## src/rtl/buck_gate_pkg.sv

```systemverilog
package buck_gate_pkg;

  typedef enum logic [1:0] {
    LVL_LOW  = 2'd0,
    LVL_HIGH = 2'd1,
    LVL_MID  = 2'd2
  } pin_lvl_e;

  typedef enum logic [2:0] {
    MODE_OFF  = 3'd0,
    MODE_DCM  = 3'd1,
    MODE_FCCM = 3'd2,
    MODE_LQ   = 3'd3,
    MODE_ULQ  = 3'd4
  } drv_mode_e;

endpackage

```

## src/rtl/flag_sync.sv

```systemverilog
module flag_sync #(
  parameter int unsigned WIDTH = 1
) (
  input  logic             clk_i,
  input  logic             rst_ni,
  input  logic [WIDTH-1:0] d_i,
  output logic [WIDTH-1:0] q_o
);

  logic [WIDTH-1:0] meta_q;
  logic [WIDTH-1:0] stab_q;

  always_ff @(posedge clk_i or negedge rst_ni) begin
    if (!rst_ni) begin
      meta_q <= '0;
      stab_q <= '0;
    end else begin
      meta_q <= d_i;
      stab_q <= meta_q;
    end
  end

  assign q_o = stab_q;

endmodule

```

## src/rtl/tri_level_filter.sv

```systemverilog
module tri_level_filter
  import buck_gate_pkg::*;
#(
  parameter int unsigned HOLD_CYC = 6,
  parameter int unsigned EXIT_CYC = 10
) (
  input  logic     clk_i,
  input  logic     rst_ni,
  input  logic     hi_i,
  input  logic     lo_i,
  output pin_lvl_e lvl_o,
  output logic     exit_o
);

  localparam int unsigned CNT_MAX = (HOLD_CYC > EXIT_CYC) ? HOLD_CYC : EXIT_CYC;
  localparam int unsigned CW      = $clog2(CNT_MAX + 1);

  pin_lvl_e        raw;
  pin_lvl_e        lvl_q;
  logic [CW-1:0]   cnt_q;
  logic            exit_q;

  always_comb begin
    if (hi_i && !lo_i)      raw = LVL_HIGH;
    else if (lo_i && !hi_i) raw = LVL_LOW;
    else                    raw = LVL_MID;
  end

  always_ff @(posedge clk_i or negedge rst_ni) begin
    if (!rst_ni) begin
      lvl_q  <= LVL_LOW;
      cnt_q  <= '0;
      exit_q <= 1'b0;
    end else begin
      exit_q <= 1'b0;
      if (lvl_q != LVL_MID) begin
        if (raw == LVL_MID) begin
          if (cnt_q == CW'(HOLD_CYC - 1)) begin
            lvl_q <= LVL_MID;
            cnt_q <= '0;
          end else begin
            cnt_q <= cnt_q + 1'b1;
          end
        end else begin
          lvl_q <= raw;
          cnt_q <= '0;
        end
      end else begin
        if (raw != LVL_MID) begin
          if (cnt_q == CW'(EXIT_CYC - 1)) begin
            lvl_q  <= raw;
            cnt_q  <= '0;
            exit_q <= 1'b1;
          end else begin
            cnt_q <= cnt_q + 1'b1;
          end
        end else begin
          cnt_q <= '0;
        end
      end
    end
  end

  assign lvl_o  = lvl_q;
  assign exit_o = exit_q;


  mid_entry_chk: assert property (@(posedge clk_i) disable iff (!rst_ni)
    (lvl_q == LVL_MID && $past(lvl_q) != LVL_MID) |-> $past(raw) == LVL_MID);

endmodule

```

## src/rtl/gate_sequencer.sv

```systemverilog
module gate_sequencer #(
  parameter int unsigned DEAD_CYC   = 2,
  parameter int unsigned MIN_ON_CYC = 4
) (
  input  logic clk_i,
  input  logic rst_ni,
  input  logic kill_i,
  input  logic hs_req_i,
  input  logic ls_req_i,
  output logic hs_o,
  output logic ls_o
);

  localparam int unsigned DW = $clog2(DEAD_CYC + 1);
  localparam int unsigned MW = $clog2(MIN_ON_CYC + 1);

  logic          hs_q, ls_q;
  logic          hs_req_q;
  logic          armed_q;
  logic [DW-1:0] dead_q;
  logic [MW-1:0] mon_q;
  logic          hs_rise;

  assign hs_rise = hs_req_i && !hs_req_q;

  always_ff @(posedge clk_i or negedge rst_ni) begin
    if (!rst_ni) begin
      hs_q     <= 1'b0;
      ls_q     <= 1'b0;
      hs_req_q <= 1'b0;
      armed_q  <= 1'b0;
      dead_q   <= '0;
      mon_q    <= '0;
    end else begin
      hs_req_q <= hs_req_i;
      armed_q  <= armed_q | hs_rise;
      if (kill_i) begin
        hs_q    <= 1'b0;
        ls_q    <= 1'b0;
        armed_q <= 1'b0;
        mon_q   <= '0;
        if (hs_q || ls_q)      dead_q <= DW'(DEAD_CYC);
        else if (dead_q != '0) dead_q <= dead_q - 1'b1;
      end else if (hs_q) begin
        if (!hs_req_i && mon_q == '0) begin
          hs_q   <= 1'b0;
          dead_q <= DW'(DEAD_CYC);
        end else if (mon_q != '0) begin
          mon_q <= mon_q - 1'b1;
        end
      end else if (ls_q) begin
        if (!ls_req_i) begin
          ls_q   <= 1'b0;
          dead_q <= DW'(DEAD_CYC);
        end
      end else if (dead_q != '0) begin
        dead_q <= dead_q - 1'b1;
      end else if (hs_req_i || armed_q) begin
        // pending high-side request survives the dead window
        hs_q    <= 1'b1;
        mon_q   <= MW'(MIN_ON_CYC - 1);
        armed_q <= 1'b0;
      end else if (ls_req_i) begin
        ls_q <= 1'b1;
      end
    end
  end

  assign hs_o = hs_q;
  assign ls_o = ls_q;


  gate_overlap_chk: assert property (@(posedge clk_i) disable iff (!rst_ni)
    !(hs_q && ls_q));


  hs_after_ls_chk: assert property (@(posedge clk_i) disable iff (!rst_ni)
    $rose(hs_q) |-> !$past(ls_q));


  ls_after_hs_chk: assert property (@(posedge clk_i) disable iff (!rst_ni)
    $rose(ls_q) |-> !$past(hs_q));

endmodule

```

## src/rtl/buck_gate_mode_ctrl.sv

```systemverilog
module buck_gate_mode_ctrl
  import buck_gate_pkg::*;
#(
  parameter int unsigned DEAD_CYC      = 2,
  parameter int unsigned MIN_ON_CYC    = 4,
  parameter int unsigned PWM_HOLD_CYC  = 6,
  parameter int unsigned PWM_EXIT_CYC  = 10,
  parameter int unsigned SKIP_HOLD_CYC = 100,
  parameter int unsigned SKIP_EXIT_CYC = 2000,
  parameter int unsigned CCM_HOLD_CYC  = 400
) (
  input  logic       clk_i,
  input  logic       rst_ni,
  input  logic       pwm_hi_i,
  input  logic       pwm_lo_i,
  input  logic       skip_hi_i,
  input  logic       skip_lo_i,
  input  logic       vdd_hi_ok_i,
  input  logic       vdd_lo_ok_i,
  input  logic       zx_i,
  output logic       hs_en_o,
  output logic       ls_en_o,
  output logic       boot_en_o,
  output logic [2:0] mode_o
);

  localparam int unsigned NSYNC = 7;
  localparam int unsigned CCW   = $clog2(CCM_HOLD_CYC + 1);

  logic [NSYNC-1:0] raw_flags, sync_flags;
  logic pwm_hi_s, pwm_lo_s, skip_hi_s, skip_lo_s, vhi_s, vlo_s, zx_s;

  assign raw_flags = {pwm_hi_i, pwm_lo_i, skip_hi_i, skip_lo_i, vdd_hi_ok_i, vdd_lo_ok_i, zx_i};
  assign {pwm_hi_s, pwm_lo_s, skip_hi_s, skip_lo_s, vhi_s, vlo_s, zx_s} = sync_flags;

  flag_sync #(.WIDTH(NSYNC)) u_sync (
    .clk_i (clk_i),
    .rst_ni(rst_ni),
    .d_i   (raw_flags),
    .q_o   (sync_flags)
  );

  pin_lvl_e pwm_lvl, skip_lvl;
  logic     pwm_exit, skip_exit;

  tri_level_filter #(.HOLD_CYC(PWM_HOLD_CYC), .EXIT_CYC(PWM_EXIT_CYC)) u_pwm_filt (
    .clk_i (clk_i),
    .rst_ni(rst_ni),
    .hi_i  (pwm_hi_s),
    .lo_i  (pwm_lo_s),
    .lvl_o (pwm_lvl),
    .exit_o(pwm_exit)
  );

  tri_level_filter #(.HOLD_CYC(SKIP_HOLD_CYC), .EXIT_CYC(SKIP_EXIT_CYC)) u_skip_filt (
    .clk_i (clk_i),
    .rst_ni(rst_ni),
    .hi_i  (skip_hi_s),
    .lo_i  (skip_lo_s),
    .lvl_o (skip_lvl),
    .exit_o(skip_exit)
  );

  drv_mode_e      mode_d, mode_q;
  logic           uvlo_q;
  logic [CCW-1:0] ccm_q;
  logic           zx_cut_q;
  logic           active, hs_cmd, ls_cmd;

  // lockout with hysteresis, frozen while in ULQ
  always_ff @(posedge clk_i or negedge rst_ni) begin
    if (!rst_ni)                             uvlo_q <= 1'b1;
    else if (mode_q != MODE_ULQ) begin
      if (uvlo_q && vhi_s)                   uvlo_q <= 1'b0;
      else if (!uvlo_q && !vlo_s)            uvlo_q <= 1'b1;
    end
  end

  always_ff @(posedge clk_i or negedge rst_ni) begin
    if (!rst_ni)            ccm_q <= '0;
    else if (pwm_exit)      ccm_q <= CCW'(CCM_HOLD_CYC - 1);
    else if (ccm_q != '0)   ccm_q <= ccm_q - 1'b1;
  end

  always_comb begin
    if (uvlo_q)                                          mode_d = MODE_OFF;
    else if (skip_lvl == LVL_MID)                        mode_d = MODE_ULQ;
    else if (pwm_lvl == LVL_MID)                         mode_d = MODE_LQ;
    else if (pwm_exit || ccm_q != '0 || skip_lvl == LVL_HIGH) mode_d = MODE_FCCM;
    else                                                 mode_d = MODE_DCM;
  end

  always_ff @(posedge clk_i or negedge rst_ni) begin
    if (!rst_ni) mode_q <= MODE_OFF;
    else         mode_q <= mode_d;
  end

  always_ff @(posedge clk_i or negedge rst_ni) begin
    if (!rst_ni)                                                     zx_cut_q <= 1'b0;
    else if (mode_d != MODE_DCM || pwm_lvl == LVL_HIGH || skip_exit) zx_cut_q <= 1'b0;
    else if (zx_s && pwm_lvl == LVL_LOW)                             zx_cut_q <= 1'b1;
  end

  assign active = (mode_d == MODE_DCM) || (mode_d == MODE_FCCM);
  assign hs_cmd = active && (pwm_lvl == LVL_HIGH);
  assign ls_cmd = active && !hs_cmd && !((mode_d == MODE_DCM) && zx_cut_q);

  gate_sequencer #(.DEAD_CYC(DEAD_CYC), .MIN_ON_CYC(MIN_ON_CYC)) u_seq (
    .clk_i   (clk_i),
    .rst_ni  (rst_ni),
    .kill_i  (!active),
    .hs_req_i(hs_cmd),
    .ls_req_i(ls_cmd),
    .hs_o    (hs_en_o),
    .ls_o    (ls_en_o)
  );

  assign boot_en_o = ls_en_o;
  assign mode_o    = mode_q;


  off_gates_chk: assert property (@(posedge clk_i) disable iff (!rst_ni)
    (mode_q == MODE_OFF) |-> (!hs_en_o && !ls_en_o));


  quiet_gates_chk: assert property (@(posedge clk_i) disable iff (!rst_ni)
    (mode_q == MODE_LQ || mode_q == MODE_ULQ) |-> (!hs_en_o && !ls_en_o));


  ulq_uvlo_frozen_chk: assert property (@(posedge clk_i) disable iff (!rst_ni)
    ($past(mode_q) == MODE_ULQ) |-> $stable(uvlo_q));

endmodule

```

## config.mk

```make
export PLATFORM = sky130hd
export DESIGN_NAME = buck_gate_mode_ctrl
export DESIGN_NICKNAME = d
export VERILOG_FILES = /design/src/rtl/buck_gate_pkg.sv /design/src/rtl/flag_sync.sv /design/src/rtl/tri_level_filter.sv /design/src/rtl/gate_sequencer.sv /design/src/rtl/buck_gate_mode_ctrl.sv
export SDC_FILE = /design/constraint.sdc
export NUM_CORES = 1
export LEC_CHECK = 0
export BUFFER_PORTS_ARGS = -buffer_cell sky130_fd_sc_hd__buf_2
export CAP_MARGIN = 20
export CORE_MARGIN = 2
export CORE_UTILIZATION = 35
export CTS_CLUSTER_DIAMETER = 100
export DETAILED_ROUTE_END_ITERATION = 8
export GPL_TIMING_DRIVEN = 0
export PLACE_DENSITY_LB_ADDON = 0.1
export SYNTH_ARGS = -nofsm -noshare
export SYNTH_HDL_FRONTEND = slang
export SYNTH_SLANG_ARGS = --single-unit
```

## constraint.sdc

```tcl
create_clock -name clk_i -period 6.2 [get_ports clk_i]
set_input_delay 0.93 -clock clk_i [delete_from_list [all_inputs] [get_ports clk_i]]
set_output_delay 0.93 -clock clk_i [all_outputs]
set_load 0.005 [all_outputs]
```

==> reports/qor.csv, run 1 <==
metric;value;unit
status;completed;
fin_setup_tns;0;ns
die_area;8060;um^2
grt_pass1_vias;1696;
setup_viol;0;
endpoint;u_seq.dead_q[1]$_DFFE_PN0P_;
cts_made_buffers;9;
reg2reg_to;u_seq.dead_q[1]$_DFFE_PN0P_;
synth_xor_area_share;5.10;%
core;7180;um^2
antenna_found_initial;0;
grt_use_total;13.0;%
cp.arrival;2.39;ns
drtAntennaViolNets;0;
wl;4570;um
drt_iter0_drc;79;
r2r_start;ccm_q[0]$_DFFE_PN0P_;
postCtsSetupBuffers;0;
crit_path_start_kind;register;
regToRegSetupSlack;4.02;ns
cts_hold_buf;0;
synth.mux.area_fraction;0.826;%
yosys.area_share.simple;20.3;%
whs;0.338;ns
gp_congestion;0.761;
fmax;0.458;GHz
clkSinkCount;58;
critPathLaunch;ccm_q[0]$_DFFE_PN0P_;
fin_skew;0.0120;ns
synthFlopType;dfrtp_1;
via_per_inst;4.67;
hold_class;register to register;
required;6.41;ns
path_max_fanout;8;
antenna_cells;0;
portBuffers;14;
die_width;89.8;um
start_util;35.9;%
period_share;35.2;%
cts_root_buffer;clkbuf_8;
min_period;2.18;ns
grt_max_degree;37;
synth_nets;262;
synth_seq_cells;58;
grt_pass1_wl;8250;um
design_area;3000;um^2
postPlaceCellArea;2790;um^2
syn_area;2580;um^2
io_pins;15;
gr-total-overflow;0;
end_kind;register;
hold_violations;0;
ir_drop;0.000124;V
syn_to_final_growth;16.4;%
synth.avg_cell_area;10.6;um^2
p_leak;1.37;nW
drt-wirelength-per-cell;12.2;um
drive_gt1_share;13.1;%
power_density;382;nW/um^2
synthArstFlopShare;100;%
regArea;1450;um^2
nFillCells;711;
relSlewSlack;62.7;%
worstPathCellList;inv_1 > ha_1 > or4b_4 > nor2_2 > a311oi_1 > o31ai_1 > o31ai_1;
cts_tree;yes;
path_class;register to register;
synth_edf_count;0;
detailed_place_hpwl;3210;um
slew_viol_final;0;
rr_worst_depth;7;
clockBufferDepth;2;
dieHeight;89.8;um
synthAdderAreaFrac;4.76;%
clk_pin_slew_worst_paths;0.07;ns
synth_compound_area_share;9.42;%
cpPeakStageDelay;0.50;ns
synthDistinctLibCells;47;
final_cell_mix;57 x dfrtp_1, 30 x nor2_1, 17 x inv_1;
critPathSlowestCell;or4b_4;
layout_commonest_cell;dfrtp_1;
vias;1747;
nets;288;
firstDrtPassIters;4;
drcViolationCount;0;
worst_pin_slew;0.556;ns
fp-row-count;31;
clkLatencyLatePin;0.34;ns
htreeDepth;3;
ys_warn_count;0;
synth_top_family_by_area;simple AND/OR/NAND/NOR gates;
cp_common_cell;o31ai_1;
ys_seq_area_share;56.4;%
netlist_instances;244;
cts_resized;0;
cap_violations;0;
rsz0062_at_grt;no;
multi_input_area;1040;um^2
## metrics by stage
stage                     std cells  util [%]  power, mW  worst slack (ns)
after CTS                       374      41.8       1.16              4.00
final                           374      41.8       1.15              4.02
after detailed placement        358      38.9      0.794              4.03
after global placement          357      38.6      0.788              4.03
after global routing            374      41.8       1.24              3.80
after floorplan                 244         -      0.717              4.26
## worst min path at each step
stage | startpoint | end | slack, ns | cells after the start
4_1_cts | u_sync.meta_q[0]$_DFF_PN0_ | u_sync.q_o[0]$_DFF_PN0_ | 0.34 | 0
2_1_floorplan | u_sync.meta_q[0]$_DFF_PN0_ | u_sync.q_o[0]$_DFF_PN0_ | 0.33 | 0
3_3_place_gp | u_sync.meta_q[4]$_DFF_PN0_ | u_sync.q_o[4]$_DFF_PN0_ | 0.33 | 0
3_5_place_dp | u_sync.meta_q[2]$_DFF_PN0_ | u_sync.q_o[2]$_DFF_PN0_ | 0.33 | 0
6_report | u_sync.meta_q[0]$_DFF_PN0_ | u_sync.q_o[0]$_DFF_PN0_ | 0.34 | 0
5_1_grt | u_sync.meta_q[0]$_DFF_PN0_ | u_sync.q_o[0]$_DFF_PN0_ | 0.35 | 0
## final cells by class
| class | instances | area share, % |
|---|---|---|
| inverter | 17 | 2.13 |
| clock buffer | 14 | 5.76 |
| multi-input combinational | 165 | 34.7 |
| sequential | 58 | 48.5 |
| tap | 99 | 4.13 |
| clock inverter | 2 | 1.17 |
| timing repair buffer | 15 | 3.01 |
| buffer | 4 | 0.626 |
## registers in the layout (all words and copies together) (netlist names), 2 cells and up
name / cells
u_sync.q_o: 7
u_pwm_filt.cnt_q: 4
u_pwm_filt.lvl_o: 2
u_seq.mon_q: 3
mode_o: 3
u_skip_filt.lvl_o: 2
u_skip_filt.cnt_q: 11
ccm_q: 9
u_sync.meta_q: 7
u_seq.dead_q: 2
## cell families after synthesis
logic type,after synthesis
AOI/OAI and AO/OA,39
adders and majority gates,10
and+or+nand+nor,99
buffers and inverters,21
muxes,2
xor gates and xnor gates,15
DFF,58
## Yosys cell counts, types with 4 or more instances
| cell | instances | area, um^2 |
|---|---|---|
| ha_1 | 9 | 113 |
| xor2_1 | 5 | 43.8 |
| nor4_1 | 5 | 31.3 |
| nor3_1 | 10 | 50.1 |
| inv_1 | 17 | 63.8 |
| o21ai_0 | 9 | 45.0 |
| nor2_1 | 30 | 113 |
| nand2b_1 | 8 | 50.1 |
| a21oi_1 | 14 | 70.1 |
| and3_1 | 4 | 25.0 |
| or3_1 | 4 | 25.0 |
| nor2b_1 | 4 | 25.0 |
| dfrtp_1 | 57 | 1430 |
| xnor2_1 | 10 | 87.6 |
| nand2_1 | 14 | 52.6 |
## worst max-delay path, delay by kind of cell, from the launching register on
kind	cells	cell delay (ns)
AND/OR/NAND/NOR	2	0.80
AO/OA/AOI/OAI	3	0.55
flip-flops	1	0.40
adder cells (fa/ha/maj)	1	0.19
buffers and inverters	1	0.11
## per-layer routing
layer	share of wire, %	track usage, %	vias to the layer above
met5	0	0	-
met1	51	17.9	817
li1	-	-	896
met2	43	18.1	26
met3	4.1	4.78	8
met4	1.9	6.54	0
## power breakdown
| group | switching (mW) | internal, mW |
|---|---|---|
| combinational | 0.139 | 0.128 |
| sequential | 0.0665 | 0.447 |
| clock | 0.146 | 0.218 |
No activity file was read; power rests on OpenSTA's default activity.
==> run 2: changes to the inputs <==
ABC_AREA = 1   (was default)
clock period = 2.2 ns   (was 6.2 ns; I/O delays follow)
==> reports/qor.csv, run 2 <==
metric;value;unit
cp_common_cell;nand2_1;
cap_violations;0;
yosysTopAreaCell;dfrtp_1;
cpPeakStageDelay;0.39;ns
drt-wirelength-per-cell;10.8;um
reg2reg_to;u_seq.dead_q[1]$_DFFE_PN0P_;
fp-row-count;31;
detailed_place_hpwl;3240;um
grt_use_met3;3.82;%
layout_commonest_cell;dfrtp_1;
core;7330;um^2
p_leak;1.47;nW
fin_skew;0.00682;ns
grt_use_total;12.5;%
slew_viol_final;0;
ys_seq_area_share;54.4;%
rr_worst_depth;11;
firstDrtPassIters;4;
use_met2;18.6;%
largest-register;u_skip_filt.cnt_q;
synthTopCellsByCount;57 x dfrtp_1, 45 x nand2_1, 39 x inv_1;
cp.arrival;1.79;ns
htreeDepth;3;
busiest_layer;met2;
gp_congestion;0.756;
cts_tree;yes;
via_per_inst;4.40;
largest_reg_flops;11;
crit_buf_inv;2;
ys_warn_count;0;
cts_resized;0;
regToRegSetupSlack;0.63;ns
die_area;8350;um^2
r2r_start;ccm_q[0]$_DFFE_PN0P_;
synth_top_area_share;53.4;%
required;2.42;ns
grt_pass1_wl;8310;um
dp_slack;0.640;ns
netlist_instances;293;
ir_drop;0.000415;V
synth_nets;311;
clkSinkCount;58;
synth_seq_cells;58;
rsz0062_at_grt;no;
period_share;71.6;%
multi_input_area;1030;um^2
postCtsSetupBuffers;0;
endpoint;u_seq.dead_q[1]$_DFFE_PN0P_;
end_kind;register;
vias;1866;
drtAntennaViolNets;0;
wl;4560;um
nFillCells;721;
nets;338;
synth_area_leaders;dfrtp_1 53%, nand2_1 6.3%, inv_1 5.5%;
die_width;91.4;um
synth_edf_count;0;
finish.utilization;42.1;%
clockBufferDepth;2;
synthDistinctLibCells;31;
gr-total-overflow;0;
synth.avg_cell_area;9.12;um^2
worstPathCellList;inv_1 > ha_1 > inv_1 > nor2_1 > nand2_1 > nor2_4 > nand4_1 > nand3_1 > nand2_1 > nand2_1 > nand2_1;
synthArstFlopShare;100;%
grt_pass1_vias;1892;
critPathTopFamily;simple AND/OR/NAND/NOR gates;
clkLatencyLatePin;0.32;ns
worst_slack;0.625;ns
dieHeight;91.4;um
crit_path_start_kind;register;
grt_max_degree;41;
antenna_found_initial;0;
path_depth;11;
drcViolationCount;0;
hold_class;input port to register;
min_period;1.57;ns
synth.most_common_cell;dfrtp_1;
io_pins;15;
worst_pin_slew;0.466;ns
start_util;36.5;%
cts_made_buffers;9;
status;completed;
cts_root_buffer;clkbuf_8;
syn_to_final_growth;15.4;%
fmax;0.635;GHz
critPathSlowestCell;dfrtp_1;
critPathLaunch;ccm_q[0]$_DFFE_PN0P_;
path_class;register to register;
final_cell_mix;57 x dfrtp_1, 45 x nand2_1, 39 x inv_1, 28 x nor2_1, 21 x a21oi_1;
syn_area;2670;um^2
synthFlopType;dfrtp_1;
portBuffers;14;
grt_use_met1;16.5;%
power_density;1140;nW/um^2
reg.largest.list;u_skip_filt.cnt_q x11, ccm_q x9;
drt_iter0_drc;99;
clk_pin_slew_worst_paths;0.07;ns
path_max_fanout;5;
regArea;1450;um^2
hold_violations;0;
setup_viol;0;
antenna_cells;0;
relSlewSlack;68.9;%
drive_gt1_share;19.7;%
fin_setup_tns;0;ns
[run 2: changes by cell type after synthesis, moves of 7 or more]
cell / before / now
inv_1: 17 / 39
nand2_1: 14 / 45
nand3_1: 3 / 19
nand2_2: 0 / 9
nand2b_1: 8 / 0
a21oi_1: 14 / 21
[run 2: logic make-up (layout without fill, tap and decap cells)]
group	count (synthesis)	after routing	share of synthesized area, %
xor+xnor	8	8	2.62
flops	58	58	54.4
simple gates	125	125	22.6
fa+ha+maj	9	9	4.21
compound gates	44	44	9.08
buf+inv	49	81	7.16
[run 2: through the flow]
step	area (um^2)	hold slack, ns	instances	power (mW)
6_report	3080	0.107	424	3.53
5_1_grt	3080	0.0869	424	3.85
4_1_cts	3080	0.0875	424	3.59
3_5_place_dp	2890	0.321	407	2.62
3_3_place_gp	2870	0.332	406	2.61
2_1_floorplan	2670	0.0344	293	2.34
[run 2: what timing repair did]
| item | CTS | global route |
|---|---|---|
| setup endpoints to repair | 0 | 0 |
| hold endpoints to repair | 18 | 0 |
| hold buffers | 1 | 0 |
[run 2: power by group]
part           leakage, nW  switching [mW]  internal, mW  total (mW)
Sequential           0.739           0.199          1.33        1.53
Clock               0.0893           0.425         0.520       0.945
Combinational        0.639           0.649         0.406        1.06
Total                 1.47            1.27          2.25        3.53
[run 2: layout make-up]
class                      count  area share, %
buffer                         4          0.731
clock buffer                  11           4.26
clock inverter                 5           1.79
inverter                      45           5.48
multi-input combinational    186           33.4
sequential                    58           47.1
tap                           99           4.02
timing repair buffer          16           3.25
[run 2: how the worst min path moves through the flow]
stage	endpoint	depth (start not counted)	slack, ns	from
finish	u_sync.meta_q[0]$_DFF_PN0_	1	0.11	zx_i
global route	u_sync.meta_q[6]$_DFF_PN0_	1	0.09	pwm_hi_i
CTS	u_sync.meta_q[5]$_DFF_PN0_	1	0.09	pwm_lo_i
detailed placement	ccm_q[7]$_DFFE_PN0P_	1	0.32	rst_ni
global placement	u_sync.q_o[3]$_DFF_PN0_	0	0.33	u_sync.meta_q[3]$_DFF_PN0_
floorplan	ccm_q[0]$_DFFE_PN0P_	0	0.03	rst_ni
[run 2: worst reg2reg max path: cells and delay by family, from the launching register on]
| family | cells | cell delay, ns |
|---|---|---|
| flops | 1 | 0.39 |
| buf+inv | 2 | 0.16 |
| simple gates | 8 | 0.76 |
| fa+ha+maj | 1 | 0.16 |
[run 2: per-layer routing]
metal	part of all wire (%)	wire, um
met1	51	2350
met2	45	2070
met3	2.5	114
met4	0.68	31
met5	0	0
